<file path="config.mk">
export PLATFORM = sky130hd
export DESIGN_NAME = fm_frame_encoder
export DESIGN_NICKNAME = d
export VERILOG_FILES = /design/src/rtl/fm_frame_pkg.sv /design/src/rtl/fm_frame_seq.sv /design/src/rtl/fm_nibble_src.sv /design/src/rtl/fm_line_drv.sv /design/src/rtl/fm_frame_encoder.sv
export SDC_FILE = /design/constraint.sdc
export NUM_CORES = 1
export LEC_CHECK = 0
export BUFFER_PORTS_ARGS = -buffer_cell sky130_fd_sc_hd__buf_2
export CAP_MARGIN = 20
export CORE_MARGIN = 2
export CORE_UTILIZATION = 58
export DETAILED_ROUTE_END_ITERATION = 16
export GPL_TIMING_DRIVEN = 0
export PLACE_DENSITY = 0.85
export SYNTH_ARGS = -nofsm -noshare
export SYNTH_HDL_FRONTEND = slang
export SYNTH_SLANG_ARGS = --single-unit
</file>
<file path="constraint.sdc">
create_clock -name clk -period 3.28 [get_ports clk]
set_input_delay 0.656 -clock clk [delete_from_list [all_inputs] [get_ports clk]]
set_output_delay 0.656 -clock clk [all_outputs]
set_load 0.03 [all_outputs]
</file>
<file path="src/rtl/fm_frame_pkg.sv">
package fm_frame_pkg;
    localparam int STREAMS       = 4;
    localparam int CHIPS_PER_BIT = 2;
    localparam int CHIPS_PER_CYC = STREAMS * CHIPS_PER_BIT;
    localparam int CYCLES        = 36;
    localparam int CTL_CYCLE     = 18;
    localparam int PAR_CYCLE     = CYCLES - 1;
    localparam int CYC_W         = $clog2(CYCLES + 1);
    localparam int CHIP_W        = $clog2(CHIPS_PER_CYC);

    localparam logic [CYC_W-1:0]  CYC_FIRST = CYC_W'(1);
    localparam logic [CYC_W-1:0]  CYC_LAST  = CYC_W'(CYCLES);
    localparam logic [CYC_W-1:0]  CYC_CTL   = CYC_W'(CTL_CYCLE);
    localparam logic [CYC_W-1:0]  CYC_PAR   = CYC_W'(PAR_CYCLE);
    localparam logic [CHIP_W-1:0] CHIP_LAST = CHIP_W'(CHIPS_PER_CYC - 1);
    localparam logic [CHIP_W-1:0] CHIP_HALF = CHIP_W'(CHIPS_PER_CYC / 2);

    typedef logic [STREAMS-1:0] nib_t;

    typedef struct packed {
        logic [CYC_W-1:0]  cyc;
        logic [CHIP_W-1:0] chip;
    } pos_t;

    typedef struct packed {
        logic vol;
        logic sw_b;
        logic sw_a;
    } ctl_t;

    typedef enum logic [1:0] {
        K_DATA,
        K_CTRL,
        K_PAR,
        K_SYNC
    } kind_e;

    localparam pos_t POS_START = '{cyc: CYC_FIRST, chip: '0};

    function automatic kind_e kind_of(input logic [CYC_W-1:0] c);
        if (c == CYC_CTL)       return K_CTRL;
        else if (c == CYC_PAR)  return K_PAR;
        else if (c == CYC_LAST) return K_SYNC;
        else                    return K_DATA;
    endfunction

    function automatic pos_t pos_advance(input pos_t p);
        pos_t n;
        if (p.chip == CHIP_LAST) begin
            n.chip = '0;
            n.cyc  = (p.cyc == CYC_LAST) ? CYC_FIRST : p.cyc + CYC_W'(1);
        end else begin
            n.chip = p.chip + CHIP_W'(1);
            n.cyc  = p.cyc;
        end
        return n;
    endfunction

    function automatic logic sync_toggle(input logic [CHIP_W-1:0] ch);
        return (ch == '0) || (ch == CHIP_HALF);
    endfunction
endpackage

</file>
<file path="src/rtl/fm_frame_seq.sv">
module fm_frame_seq
    import fm_frame_pkg::*;
(
    input  logic clk,
    input  logic rst,
    input  logic lrck,
    output pos_t pos,
    output pos_t pos_q,
    output logic strobe_edge,
    output logic frame_start
);
    logic lrck_q;

    assign strobe_edge = lrck & ~lrck_q;
    assign pos         = strobe_edge ? POS_START : pos_q;
    assign frame_start = (pos.cyc == CYC_FIRST) && (pos.chip == '0);

    always_ff @(posedge clk) begin
        if (rst) begin
            lrck_q <= 1'b1;
            pos_q  <= POS_START;
        end else begin
            lrck_q <= lrck;
            pos_q  <= pos_advance(pos);
        end
    end
endmodule

</file>
<file path="src/rtl/fm_nibble_src.sv">
module fm_nibble_src
    import fm_frame_pkg::*;
(
    input  logic  clk,
    input  logic  rst,
    input  pos_t  pos,
    input  logic  frame_start,
    input  nib_t  adc_bits,
    input  ctl_t  ctl_in,
    output kind_e kind,
    output nib_t  cur_nib
);
    nib_t nib_q;
    nib_t par_q;
    ctl_t ctl_q;
    nib_t fresh;

    assign kind = kind_of(pos.cyc);

    always_comb begin
        fresh = adc_bits;
        unique case (kind)
            K_CTRL: begin
                fresh[0] = ctl_q.sw_a;
                fresh[1] = ctl_q.sw_b;
                fresh[2] = ctl_q.vol;
            end
            K_PAR:   fresh = par_q;
            K_SYNC:  fresh = '0;
            default: fresh = adc_bits;
        endcase
    end

    assign cur_nib = (pos.chip == '0) ? fresh : nib_q;

    always_ff @(posedge clk) begin
        if (rst) begin
            nib_q <= '0;
            par_q <= '0;
            ctl_q <= '0;
        end else begin
            if (frame_start)
                ctl_q <= ctl_in;
            if (pos.chip == '0) begin
                nib_q <= fresh;
                if (pos.cyc < CYC_PAR)
                    par_q <= (frame_start ? '0 : par_q) ^ fresh;
            end
        end
    end
endmodule

</file>
<file path="src/rtl/fm_line_drv.sv">
module fm_line_drv
    import fm_frame_pkg::*;
(
    input  logic  clk,
    input  logic  rst,
    input  pos_t  pos,
    input  kind_e kind,
    input  nib_t  cur_nib,
    output logic  line_out
);
    logic line_q;
    logic toggle;
    logic mid_cell;

    assign mid_cell = pos.chip[0];

    always_comb begin
        if (kind == K_SYNC)
            toggle = sync_toggle(pos.chip);
        else
            toggle = ~mid_cell | cur_nib[pos.chip[CHIP_W-1:1]];
    end

    always_ff @(posedge clk) begin
        if (rst) line_q <= 1'b0;
        else     line_q <= line_q ^ toggle;
    end

    assign line_out = line_q;
endmodule

</file>
<file path="src/rtl/fm_frame_encoder.sv">
module fm_frame_encoder
    import fm_frame_pkg::*;
(
    input  logic              clk,
    input  logic              rst,
    input  logic              lrck,
    input  logic [STREAMS-1:0] adc_bits,
    input  logic [1:0]        sw_in,
    input  logic              vol_in,
    output logic              line_out
);
    pos_t  pos;
    pos_t  pos_q;
    logic  strobe_edge;
    logic  frame_start;
    kind_e kind;
    nib_t  cur_nib;
    ctl_t  ctl_in;

    assign ctl_in = '{vol: vol_in, sw_b: sw_in[1], sw_a: sw_in[0]};

    fm_frame_seq u_seq (
        .clk         (clk),
        .rst         (rst),
        .lrck        (lrck),
        .pos         (pos),
        .pos_q       (pos_q),
        .strobe_edge (strobe_edge),
        .frame_start (frame_start)
    );

    fm_nibble_src u_src (
        .clk         (clk),
        .rst         (rst),
        .pos         (pos),
        .frame_start (frame_start),
        .adc_bits    (adc_bits),
        .ctl_in      (ctl_in),
        .kind        (kind),
        .cur_nib     (cur_nib)
    );

    fm_line_drv u_line (
        .clk      (clk),
        .rst      (rst),
        .pos      (pos),
        .kind     (kind),
        .cur_nib  (cur_nib),
        .line_out (line_out)
    );
endmodule

</file>
==> summary.md <==
| Metric | Value |
|---|---|
| Run status | `completed` |
| Initial cell density of the core | `0.601` |
| HPWL after detailed placement | `2030 um` |
| Met1 Routed Length | `1210 um` |
| TNS Setup | `0 ns` |
| Worst slew margin relative to its limit | `0.672` |
| Timing-limited maximum frequency | `331 MHz` |
| Required time worst endpoint | `3.51 ns` |
| Share of power burned in registers | `0.494` |
| # Post-CTS Setup Buffers | `0` |
| Synthesized Nets | `161` |
| Hold violation total from the final report | `0` |
| Leak Pwr | `0.623 nW` |
| Utilization after layout | `0.665` |
| Fraction of final layout cells sized beyond drive strength 1 | `0.209` |
| Iter 0 DRT Violations | `42` |
| Multi-input logic area | `772 um2` |
| CTS Root Cell | `sky130_fd_sc_hd__clkbuf_4` |
| Worst IR Drop VDD | `0.438 mV` |
| Core Area | `2150 um2` |
| Weighted congestion reported at the end of routability-driven placement | `0.831` |
| Per-cell via count in the routed design | `5.83` |
| CP startpoint kind | `input pin` |
| Post-synthesis cell area | `1290 um2` |
| Iteration count of the initial detailed-routing pass | `4` |
| Routed wire length | `2700 um` |
| Number of maximum-capacitance constraint violations | `0` |
| Cts-stage hold buffer count | `0` |
| Gate Count Post-Synth | `144` |
| Worst-Margin Slew | `0.490 ns` |
| Average wire per standard cell | `14.5 um` |
| Routed length on met3 | `109 um` |
| Kind of capture point of the worst setup path | `flop` |
| I/O Pins | `11` |
| Internal | `455 uW` |
| Comb pwr share | `0.163` |
| Proportion of power drawn by the clock network | `0.343` |
| Fraction of the yosys area taken by sequential cells | `0.341` |
| Die footprint | `2620 um2` |
| Clock Latency Late Sink | `0.32 ns` |
| Overall die height | `51.2 um` |
| GRT Total Usage | `0.229` |
| Number of distinct library cells after synthesis | `50` |
| Number of standard-cell rows in the floorplan | `17` |
| Wire length of the first global-routing pass | `4490 um` |
| Arrival @ worst endpoint | `3.25 ns` |
| Post-route cell area | `1430 um2` |
| EDFF count, synth | `0` |
| Proportion of synthesized flip-flops having asynchronous set or reset | `0` |
| Final setup slack of the worst path | `0.258 ns` |
| # DRC | `0` |
| Routed via count | `1084` |
| TritonCTS clock tree | `done` |
| FF/Latch Area | `440 um2` |
| Pre-CTS worst setup slack | `-0.0826 ns` |
| Number of max-slew violations in the final report | `0` |
| Dpl cells | `182` |
| Clock skew | `0.0203 ns` |
| Shortest period the worst path allows | `3.02 ns` |
| Clock-pin transition on the worst setup and hold timing paths | `0.14 ns` |
| Power per Cell Area | `426 nW/um2` |
| Filler-free cell count of the finished design | `186` |
| Antenna violations before repair | `0` |
| Yosys warning count | `0` |
| Overall overflow remaining after global route | `0` |
| Worst min-delay path category | `reg -> reg` |
| Count of buffers inserted at the top-level ports | `10` |
| Category of the most critical setup path | `in -> reg` |
| Main synth FF type | `sky130_fd_sc_hd__dfxtp_1` |
| Net switching power | `155 uW` |
| Count of nets after finishing | `176` |
| Syn Area/Cell | `8.97 um2` |
| Number of fillers in the final layout | `186` |
| Width of the die | `51.2 um` |
| Vias in the first global route | `1013` |
| Number of storage elements in the synthesis netlist | `22` |
| Antenna diodes | `0` |
| CTS Buf Count | `3` |
| Met2 wire length | `1370 um` |
| Buffer depth of the longest clock path | `2` |
| Deepest level of the CTS H-tree | `1` |
| Antenna-violating nets left | `0` |
| Unrepaired setup endpoints after global routing | `false` |
| Switching share of total power | `0.254` |
| Maximum fanout along the worst path | `6` |
| Syn-to-layout area delta | `10.7%` |
| Resized Gates After CTS | `0` |
| Slack of the worst reg-to-reg path | `0.44 ns` |
| Finish-stage setup viols | `0` |
| Overall Power | `609 uW` |
| Uppermost layer routed | `met4` |
| Post-detailed-placement cell area | `1380 um2` |
| Sink count of the clock tree | `22` |
| Pin count of the biggest net entering global routing | `14` |
| Final worst path period share | `0.921` |
| Worst Hold Slack | `0.507 ns` |
synthesized netlist by cell type, types with 2 or more instances:
cell                       count  share of area
sky130_fd_sc_hd__dfxtp_1      22           0.34
sky130_fd_sc_hd__buf_6         3          0.026
sky130_fd_sc_hd__o21ai_0       2         0.0078
sky130_fd_sc_hd__nand2_1      12          0.035
sky130_fd_sc_hd__nand3_2       2          0.016
sky130_fd_sc_hd__xnor2_1       3          0.020
sky130_fd_sc_hd__nand3_1       3          0.012
sky130_fd_sc_hd__nand4_1       2         0.0097
sky130_fd_sc_hd__a21oi_1       6          0.023
sky130_fd_sc_hd__xor2_1        4          0.027
sky130_fd_sc_hd__nor3b_1       2          0.012
sky130_fd_sc_hd__nand4b_1      2          0.014
sky130_fd_sc_hd__and2_1        3          0.015
sky130_fd_sc_hd__o311ai_0      2          0.014
sky130_fd_sc_hd__a211oi_1      6          0.035
sky130_fd_sc_hd__a31oi_1       2         0.0097
sky130_fd_sc_hd__o31ai_1       2          0.012
sky130_fd_sc_hd__nor2_1       20          0.058
sky130_fd_sc_hd__ha_1          7          0.068
sky130_fd_sc_hd__mux2i_1       4          0.031
sky130_fd_sc_hd__clkbuf_1      2         0.0058
sky130_fd_sc_hd__inv_1         5          0.015
worst paths after layout:
kind / start / endpoint / depth (start not counted)
worst max-delay path: lrck / u_line.line_out$_SDFF_PP0_ / 12
worst min-delay path: u_src.nib_q[1]$_SDFF_PP0_ / u_src.nib_q[1]$_SDFF_PP0_ / 2
worst max register to register: u_seq.lrck_q$_SDFF_PP1_ / u_line.line_out$_SDFF_PP0_ / 12
worst min register to register: u_src.nib_q[1]$_SDFF_PP0_ / u_src.nib_q[1]$_SDFF_PP0_ / 2
registers in the layout, indices dropped and copies added, names as in the netlist:
register and count:
u_src.par_q 4, u_seq.lrck_q 1, u_src.nib_q 4, u_seq.pos_q 9
u_src.ctl_q 3, u_line.line_out 1
area by class of cell:
class,count,share of cell area
clock buffers,3,0.0158
repair buffers,10,0.0350
inverters,5,0.0131
clock inverters,1,0.0210
flip-flops and latches,22,0.308
well taps,28,0.0245
plain buffers,7,0.0420
multi-input cells,110,0.540
cells by family (layout without fill, tap and decap cells):
family / Yosys count / after routing / share of synthesized area
AND/OR/NAND/NOR: 61 / 61 / 0.266
AO/OA/AOI/OAI: 29 / 29 / 0.168
flip-flops: 22 / 22 / 0.341
buffers and inverters: 12 / 26 / 0.0610
adder cells (fa/ha/maj): 7 / 7 / 0.0678
XOR/XNOR: 7 / 7 / 0.0475
multiplexers: 6 / 6 / 0.0484
layer usage:
metal / global-route usage / up-vias
met5: 0 / -
met4: 0.0631 / 0
met3: 0.0556 / 2
met2: 0.398 / 22
met1: 0.278 / 518
li1: - / 542
layout by cell type, fill, tap and decap left out, types with 4 or more instances in the layout:
master / Yosys / routed
sky130_fd_sc_hd__dfxtp_1: 22 / 22
sky130_fd_sc_hd__nor2_1: 20 / 20
sky130_fd_sc_hd__nand2_1: 12 / 12
sky130_fd_sc_hd__buf_2: 1 / 11
sky130_fd_sc_hd__ha_1: 7 / 7
sky130_fd_sc_hd__a211oi_1: 6 / 6
sky130_fd_sc_hd__a21oi_1: 6 / 6
sky130_fd_sc_hd__inv_1: 5 / 5
sky130_fd_sc_hd__xor2_1: 4 / 4
sky130_fd_sc_hd__mux2i_1: 4 / 4
critical path, cell delays in order:
cell and delay, ns:
sky130_fd_sc_hd__buf_2 0.12, sky130_fd_sc_hd__nor2b_1 0.21, sky130_fd_sc_hd__nor2_1 0.31, sky130_fd_sc_hd__inv_1 0.12, sky130_fd_sc_hd__ha_1 0.28, sky130_fd_sc_hd__and3b_1 0.21, sky130_fd_sc_hd__buf_6 0.13, sky130_fd_sc_hd__o211ai_2 0.17
sky130_fd_sc_hd__a32oi_1 0.18, sky130_fd_sc_hd__and4_1 0.23, sky130_fd_sc_hd__o31ai_1 0.29, sky130_fd_sc_hd__mux2_1 0.35
power groups by stage:
stage          logic, mW  clock network [mW]  registers [mW]
2_1_floorplan     0.0707                   0           0.307
3_3_place_gp      0.0934                   0           0.306
3_5_place_dp      0.0996                   0           0.307
4_1_cts            0.100               0.214           0.301
5_1_grt            0.112               0.221           0.303
6_report          0.0994               0.209           0.301
Power figures use the tool's default switching activity.
